**config.mk**
```make
export PLATFORM = sky130hd
export DESIGN_NAME = record_layout_engine
export DESIGN_NICKNAME = d
export VERILOG_FILES = /design/src/rtl/rle_pkg.sv /design/src/rtl/rle_pow2_sanitize.sv /design/src/rtl/rle_pad_unit.sv /design/src/rtl/rle_round_unit.sv /design/src/rtl/record_layout_engine.sv
export SDC_FILE = /design/constraint.sdc
export NUM_CORES = 1
export LEC_CHECK = 0
export CAP_MARGIN = 10
export CORE_MARGIN = 2
export CORE_UTILIZATION = 25
export DETAILED_ROUTE_END_ITERATION = 7
export PLACE_DENSITY_LB_ADDON = 0.2
export RECOVER_POWER = 25
export SYNTH_ARGS = -nofsm -noshare
export SYNTH_HDL_FRONTEND = slang
export SYNTH_HIERARCHICAL = 1
export SYNTH_SLANG_ARGS = --single-unit
```
**constraint.sdc**
```tcl
create_clock -name clk -period 12 [get_ports clk]
set_clock_uncertainty 0.05 [all_clocks]
set_input_delay 1.2 -clock clk [delete_from_list [all_inputs] [get_ports clk]]
set_output_delay 1.2 -clock clk [all_outputs]
set_load 0.01 [all_outputs]
```
**src/rtl/rle_pkg.sv**
```systemverilog
package rle_pkg;

    typedef enum logic [1:0] {
        ST_OPEN  = 2'd0,
        ST_FILL  = 2'd1,
        ST_CLOSE = 2'd2
    } rle_state_e;

endpackage

```
**src/rtl/rle_pow2_sanitize.sv**
```systemverilog
// Replaces a zero or non-power-of-two alignment with 1 and flags it.
module rle_pow2_sanitize #(
    parameter int W = 16
) (
    input  logic [W-1:0] raw,
    output logic [W-1:0] clean,
    output logic         bad
);

    always_comb begin
        bad   = (raw == '0) || ((raw & (raw - W'(1))) != '0);
        clean = bad ? W'(1) : raw;
    end

endmodule

```
**src/rtl/rle_pad_unit.sv**
```systemverilog
// Padding, member placement and member end for one member.
module rle_pad_unit #(
    parameter int W = 16
) (
    input  logic [W-1:0] cur_off,
    input  logic [W-1:0] align,
    input  logic [W-1:0] size,
    output logic [W-1:0] pad,
    output logic [W-1:0] member_off,
    output logic [W-1:0] member_end,
    output logic         carry
);

    logic [W:0] placed_full;
    logic [W:0] end_full;

    always_comb begin
        pad         = (~cur_off + W'(1)) & (align - W'(1));
        placed_full = {1'b0, cur_off} + {1'b0, pad};
        member_off  = placed_full[W-1:0];
        end_full    = {1'b0, member_off} + {1'b0, size};
        member_end  = end_full[W-1:0];
        carry       = placed_full[W] | end_full[W];
    end

endmodule

```
**src/rtl/rle_round_unit.sv**
```systemverilog
// Rounds a byte count up to a power-of-two multiple.
module rle_round_unit #(
    parameter int W = 16
) (
    input  logic [W-1:0] end_val,
    input  logic [W-1:0] align,
    output logic [W-1:0] rounded,
    output logic         carry
);

    logic [W:0] biased;
    logic [W:0] mask;
    logic [W:0] full;

    always_comb begin
        biased  = {1'b0, end_val} + {1'b0, align} - (W+1)'(1);
        mask    = ~{1'b0, align - W'(1)};
        full    = biased & mask;
        rounded = full[W-1:0];
        carry   = full[W];
    end

endmodule

```
**src/rtl/record_layout_engine.sv**
```systemverilog
module record_layout_engine
    import rle_pkg::*;
#(
    parameter int OFF_W = 16
) (
    input  logic             clk,
    input  logic             rst_n,
    input  logic             mbr_valid,
    output logic             mbr_ready,
    input  logic [OFF_W-1:0] mbr_size,
    input  logic [OFF_W-1:0] mbr_align,
    input  logic             mbr_last,
    input  logic             cap_en,
    input  logic [OFF_W-1:0] cap_value,
    output logic             res_valid,
    output logic [OFF_W-1:0] res_pad,
    output logic [OFF_W-1:0] res_offset,
    output logic             rec_done,
    output logic [OFF_W-1:0] rec_size,
    output logic [OFF_W-1:0] rec_align,
    output logic             rec_error,
    output logic             rec_overflow
);

    rle_state_e state_q, state_d;

    logic [OFF_W-1:0] cur_off_q;
    logic [OFF_W-1:0] max_al_q;
    logic             err_acc_q;
    logic             ovf_acc_q;

    logic             accept;
    logic [OFF_W-1:0] al_clean, cap_clean, eff_al, rec_al_next;
    logic             al_bad, cap_bad, cfg_bad;
    logic [OFF_W-1:0] pad_w, moff_w, mend_w, rsize_w;
    logic             pad_carry, round_carry;

    assign mbr_ready = (state_q != ST_CLOSE);
    assign accept    = mbr_valid && mbr_ready;

    rle_pow2_sanitize #(.W(OFF_W)) i_align_clean (
        .raw   (mbr_align),
        .clean (al_clean),
        .bad   (al_bad)
    );

    rle_pow2_sanitize #(.W(OFF_W)) i_cap_clean (
        .raw   (cap_value),
        .clean (cap_clean),
        .bad   (cap_bad)
    );

    always_comb begin
        eff_al      = (cap_en && (cap_clean < al_clean)) ? cap_clean : al_clean;
        cfg_bad     = al_bad || (cap_en && cap_bad);
        rec_al_next = (eff_al > max_al_q) ? eff_al : max_al_q;
    end

    rle_pad_unit #(.W(OFF_W)) i_pad (
        .cur_off    (cur_off_q),
        .align      (eff_al),
        .size       (mbr_size),
        .pad        (pad_w),
        .member_off (moff_w),
        .member_end (mend_w),
        .carry      (pad_carry)
    );

    rle_round_unit #(.W(OFF_W)) i_round (
        .end_val (mend_w),
        .align   (rec_al_next),
        .rounded (rsize_w),
        .carry   (round_carry)
    );

    // State register
    always_ff @(posedge clk or negedge rst_n) begin
        if (!rst_n) state_q <= ST_OPEN;
        else        state_q <= state_d;
    end

    // Next-state logic
    always_comb begin
        state_d = state_q;
        unique case (state_q)
            ST_OPEN, ST_FILL: begin
                if (accept) state_d = mbr_last ? ST_CLOSE : ST_FILL;
            end
            ST_CLOSE: state_d = ST_OPEN;
            default:  state_d = ST_OPEN;
        endcase
    end

    // Datapath and outputs
    always_ff @(posedge clk or negedge rst_n) begin
        if (!rst_n) begin
            cur_off_q    <= '0;
            max_al_q     <= OFF_W'(1);
            err_acc_q    <= 1'b0;
            ovf_acc_q    <= 1'b0;
            res_valid    <= 1'b0;
            res_pad      <= '0;
            res_offset   <= '0;
            rec_done     <= 1'b0;
            rec_size     <= '0;
            rec_align    <= OFF_W'(1);
            rec_error    <= 1'b0;
            rec_overflow <= 1'b0;
        end else begin
            res_valid <= 1'b0;
            rec_done  <= 1'b0;
            if (accept) begin
                res_valid  <= 1'b1;
                res_pad    <= pad_w;
                res_offset <= moff_w;
                if (mbr_last) begin
                    rec_done     <= 1'b1;
                    rec_size     <= rsize_w;
                    rec_align    <= rec_al_next;
                    rec_error    <= err_acc_q || cfg_bad;
                    rec_overflow <= ovf_acc_q || pad_carry || round_carry;
                    cur_off_q    <= '0;
                    max_al_q     <= OFF_W'(1);
                    err_acc_q    <= 1'b0;
                    ovf_acc_q    <= 1'b0;
                end else begin
                    cur_off_q <= mend_w;
                    max_al_q  <= rec_al_next;
                    err_acc_q <= err_acc_q || cfg_bad;
                    ovf_acc_q <= ovf_acc_q || pad_carry;
                end
            end
        end
    end

endmodule

```
# After elaboration in Yosys (flattened, before gate mapping)
# Cells that the tools add are included.
# word_totals
input_bits	53
output_inout_bits	69
ff_bits	104
# op_classes
n_reduce_logical	16
bitwise	7
n_lt_le_gt_ge	2
n_mux	14
eq_ne	3
n_addsub	9
# ops
op	count
16-bit 2-to-1 mux	6
16-bit by 1-bit subtractor with 16-bit output (second input constant)	4
16-bit by 16-bit adder with 17-bit output	3
16-bit AND	3
16-bit logical NOT	2
16-bit nonzero test	2
17-bit AND	1
16-bit NOT with 17-bit output	1
17-bit by 1-bit subtractor with 17-bit output (second input constant)	1
16-bit by 1-bit adder with 16-bit output (second input constant)	1
16-bit greater-than comparator	1
16-bit less-than comparator	1
16-bit NOT	1
1-bit logical OR	6
2-bit 2-to-1 mux	3
1-bit 2-to-1 mux	5
2-bit inequality test (second input constant)	2
1-bit logical AND	3
2-bit by 1-bit == test with 1-bit output (second input constant)	1
2-bit logical NOT	1
2-bit AND reduction	1
2-bit OR reduction	1
1-bit OR	1

# Depth between registers and ports, before layout
# Gate-level depths: netlist (run 1).
# depth
ltp_word	16
ltp_mapped	46
ltp_nobuf	43

# Hierarchy
# The synthesis (run 1) kept the hierarchy.
# by_module_without_submodules
mod	cells_per_inst	instances	area_per_inst_um2
record_layout_engine	593	1	5441.5
rle_pad_unit	304	1	2153.3
rle_round_unit	227	1	1549.0
rle_pow2_sanitize	51	2	337.8

# Least setup slack after synthesis (run 1)
# No wires, ideal clock.
# synth_path
path_type	input-to-reg
startpoint	in mbr_align[0]
endpoint	reg rec_size[14]
t_arrival_ns	9.834
path_slack_ns	1.998
t_required_ns	11.833
n_path_buf	3
stages	41
cell_sequence	or4_4 > a2111oi_2 > nor3_1 > nor4_4 > buf_6 > and3_1 > inv_1 > ha_1 > nand3_1 > or3_1 > o31a_1 > nand2_1 > buf_2 > mux2_2 > clkbuf_1 > nor4_1 > nand3_1 > nor4_1 > [... 5 more ...] > nor2_1 > xnor2_1 > ha_1 > or3_1 > a211oi_1 > nor3_1 > nor2_1 > inv_1 > ha_1 > inv_1 > ha_1 > and4_1 > nor2b_1 > a211oi_1 > o21ai_1 > mux2i_1 > nand2_1 > nand2_1
# synth_via
elab_chain_len	15
word_cells_on_any_way	20
cone_classes	add/sub (7); order compare (2); mux (3); bitwise (4); reduce/logical (4)
# synth_rtl
item	line	text
from (decl)	record_layout_engine.sv:11	input logic [OFF_W-1:0] mbr_align,
16-bit by 1-bit subtractor with 16-bit output	rle_pow2_sanitize.sv:11	bad = (raw == '0) || ((raw & (raw - W'(1))) != '0);
16-bit AND	rle_pow2_sanitize.sv:11	
16-bit nonzero test	rle_pow2_sanitize.sv:11	
1-bit logical OR *	rle_pow2_sanitize.sv:11	
16-bit 2-to-1 mux *	rle_pow2_sanitize.sv:12	clean = bad ? W'(1) : raw;
net al_clean[7]	record_layout_engine.sv:33	logic [OFF_W-1:0] al_clean, cap_clean, eff_al, rec_al_next;
16-bit less-than comparator *	record_layout_engine.sv:54	eff_al = (cap_en && (cap_clean < al_clean)) ? cap_clean : al_clean;
1-bit logical AND *	record_layout_engine.sv:54	
[... 1 more ...]	--	
net eff_al[2]	record_layout_engine.sv:33	
[... 2 more ...]	--	
net pad_w[9]	record_layout_engine.sv:35	logic [OFF_W-1:0] pad_w, moff_w, mend_w, rsize_w;
16-bit by 16-bit adder with 17-bit output *	rle_pad_unit.sv:19	placed_full = {1'b0, cur_off} + {1'b0, pad};
net moff_w[10]	record_layout_engine.sv:35	
16-bit by 16-bit adder with 17-bit output *	rle_pad_unit.sv:21	end_full = {1'b0, member_off} + {1'b0, size};
net mend_w[11]	record_layout_engine.sv:35	
16-bit by 16-bit adder with 17-bit output *	rle_round_unit.sv:16	biased = {1'b0, end_val} + {1'b0, align} - (W+1)'(1);
17-bit by 1-bit subtractor with 17-bit output *	rle_round_unit.sv:16	
17-bit AND *	rle_round_unit.sv:18	full = biased & mask;
net rsize_w[14]	record_layout_engine.sv:35	
to (signal assigned)	record_layout_engine.sv:118	rec_size <= rsize_w;
to (decl)	record_layout_engine.sv:19	output logic [OFF_W-1:0] rec_size,
# Mark *: on every way through the listed nets, which the timed path passes. The rest lies on a longest branch.
# A chain may end at the register's enable or synchronous reset.

# Worst setup path after layout (run 1)
# layout_path
startpoint	in mbr_align[1]
endpoint	reg rec_size[12]
# The elaborated chain is that of the path after synthesis.

==> run metrics, run 1 <==
row cnt=~70; Critical R2R Launch=cur_off_q[0]; Setup TNS Final=0 ns; count of cell types in the netlist=87; Syn Inst Count=1226; CTS Buf Count=9; drt pass-1 iters=5; Reg2Reg Depth=27; drt total wl=around 34000 µm; met2 Usage GRT=0.266; clock network power share=0.105; worst-path maximum fanout=14; grt met3 use=0.0192; Clock Path Buffers=2; Yosys warning count=6; die area=40900 µm²; grt met1 use=0.237; CP Capture Point=rec_size[12]; GR Overflow Total=0; Pint=1.44 mW; crit share post-route=0.945; largest area contributor in the netlist=dfrtp_1; FF-to-FF setup slack=5.25 ns; number of global-route vias before repair=8853; switching pwr=1.45 mW; worst vdd ir=0.123 mV; Final Hold Fails=0; most common cell after layout, fill and taps aside=nand2_1; Mean Syn Cell Area=8.01 µm²; Ports=122; CP max-delay cell=nor4_1; Total Routing Usage GR=0.165; Async SR Flop Fraction=1.00; Min Hold Slack=0.412 ns; final design utilization=0.307; ranking of synthesized cells by area=dfrtp_1 (26%), ha_1 (11%), nand2_1 (8.7%); port bufs=about 120; most used cell, CP=ha_1; Initial DRC Count=650; Rel. slew slack=-1.12; initial core utilization=0.253; sequential share of the synthesized area=0.265; Die Ht=202 µm; max frequency=88.1 MHz; switch share=0.502; pin count of the biggest net entering global routing=56; RSZ-0062 raised after global routing=no; busiest grt layer=met2; Synth Register Bits=104; DRC Markers=0; n_diodes=0; Synth top area share=0.260; clock-pin slew on the worst setup and hold paths=~0.08 ns; Hold Crit Depth=1; Pins Over Slew Limit=107; combinational share of power=0.706; Worst-Skew Late Latency=0.37 ns; Final ANT Viol Nets=0; area delta synth->final=20.9%; CP arrival=11.60 ns; post-detailed-route wirelength per cell=18.3 µm; CTS sink cnt=104; Post-Syn Nets=1371; RD Place Congestion=roughly 0.84; layout cells sized above 1=0.0763; Max H-tree Level=3; clock tree root driver cell=clkbuf_16; pwr/cell area=244 nW/µm²; maxcap violations=2; critical path's largest stage delay=around 0.60 ns; Final #Nets=1476; Req. time, crit path=12.25 ns; CTS tree=built; HPWL after DPL=26500 µm; HP Class=flop to flop; Core Area=38700 µm²; Top FF cell, synth=dfrtp_1; crit start category=input port; failing checks=capacitance limit, slew limit; sequential power share=0.189; leak pwr=5.56 nW; Setup Viol. Count Final=0; critical path class=input port to flop; EDFF count, synth=0; CP endpoint kind=flop; vias per cell=4.97; final worst path period need=11.35 ns; Vias=9212; FF-to-FF End=rec_overflow; crit path from=mbr_align[1]; most frequent cells in the layout=nand2_1 (226), inv_1 (124), clkdlybuf4s50_1 (120); Post-Syn Area=9820 µm²; initial antenna violation count=0; status=finished, violations left; first-pass GRT wire length=53200 µm; Die X-Extent=about 200 µm; Worst-Margin Slew=3.18 ns
power groups by stage:
| stage | combinational [mW] | sequential (mW) | clock [mW] |
|---|---|---|---|
| floorplan | 1.43 | 0.550 | 0 |
| global placement | 2.03 | 0.558 | 0 |
| detailed placement | 2.03 | 0.555 | 0 |
| CTS | 2.05 | 0.551 | 0.316 |
| global route | 2.27 | 0.566 | 0.326 |
| finish | 2.05 | 0.549 | 0.303 |
timing repair:
| action | 4_1_cts | 5_1_grt |
|---|---|---|
| setup endpoints to repair | 0 | 5 |
| resized for setup | 0 | 2 |
| setup buffers | 0 | 5 |
| hold buffers | 0 | 0 |
logic make-up after synthesis:
logic type / synth area share
multiplexers: 0.0390
XOR/XNOR: 0.0535
AO/OA/AOI/OAI: 0.196
adder cells (fa/ha/maj): 0.121
AND/OR/NAND/NOR: 0.255
buffers and inverters: 0.0702
flip-flops: 0.265
sequential cells by signal (all words and copies together) (netlist names), 2 cells and up:
signal,flops
cur_off_q,16
max_al_q,16
rec_align,16
rec_size,16
res_offset,16
res_pad,16
state_q,2
layout make-up:
cell class,count,area (µm²)
sequential,104,2610
timing repair buffer,138,1330
tap,518,648
fill,4164,26900
clock buffer,9,225
inverter,126,473
clock inverter,7,62.6
multi-input combinational,952,6530
synth_stat cells, types with 26 or more instances:
cell	number
a211oi_1	39
a21oi_1	59
and3_1	35
clkbuf_1	27
dfrtp_1	102
ha_1	90
inv_1	124
nand2_1	227
nand3_1	26
nor2_1	49
nor3_1	33
o21ai_0	42
xnor2_1	39
stage by stage:
| stage | std cells | power, mW | area (µm²) | worst slack (ns) |
|---|---|---|---|---|
| after floorplan | 1226 | 1.97 | 9820 | 2.00 |
| after global placement | 1833 | 2.58 | 11600 | 0.213 |
| after detailed placement | 1833 | 2.59 | 11600 | 0.0137 |
| after CTS | 1849 | 2.91 | 11800 | 0.364 |
| after global routing | 1854 | 3.17 | 11900 | 0.0296 |
| final | 1854 | 2.90 | 11900 | 0.654 |
how the worst min path moves through the flow:
stage,end,start
after floorplan,state_q[0],state_q[1]
after global placement,state_q[0],state_q[1]
after detailed placement,state_q[1],state_q[1]
after CTS,state_q[1],state_q[1]
after global routing,state_q[1],state_q[1]
final,state_q[1],state_q[1]
routing by layer:
| metal | share of wire | vias up |
|---|---|---|
| met5 | 0 | - |
| met3 | 0.035 | 25 |
| li1 | - | 4569 |
| met2 | 0.46 | 206 |
| met1 | 0.49 | 4412 |
| met4 | 0.016 | 0 |
worst max-delay path, delay by kind of cell:
kind                     cells  cell delay, ns
AND/OR/NAND/NOR             20            4.73
AO/OA/AOI/OAI                7            1.83
adder cells (fa/ha/maj)      5            1.65
buffers and inverters        6            1.08
XOR/XNOR                     3            0.66
multiplexers                 1            0.44
Power figures use the tool's default switching activity.
==> inputs of run 2 (changes only) <==
--- a/config.mk
+++ b/config.mk
@@ -8,6 +8,7 @@
 export CAP_MARGIN = 10
 export CORE_MARGIN = 2
 export CORE_UTILIZATION = 25
+export CTS_CLUSTER_DIAMETER = 40
 export DETAILED_ROUTE_END_ITERATION = 7
 export PLACE_DENSITY_LB_ADDON = 0.2
 export RECOVER_POWER = 25
==> results of run 2 <==
The final DEF is identical to that of run 1; final timing and power are the same.
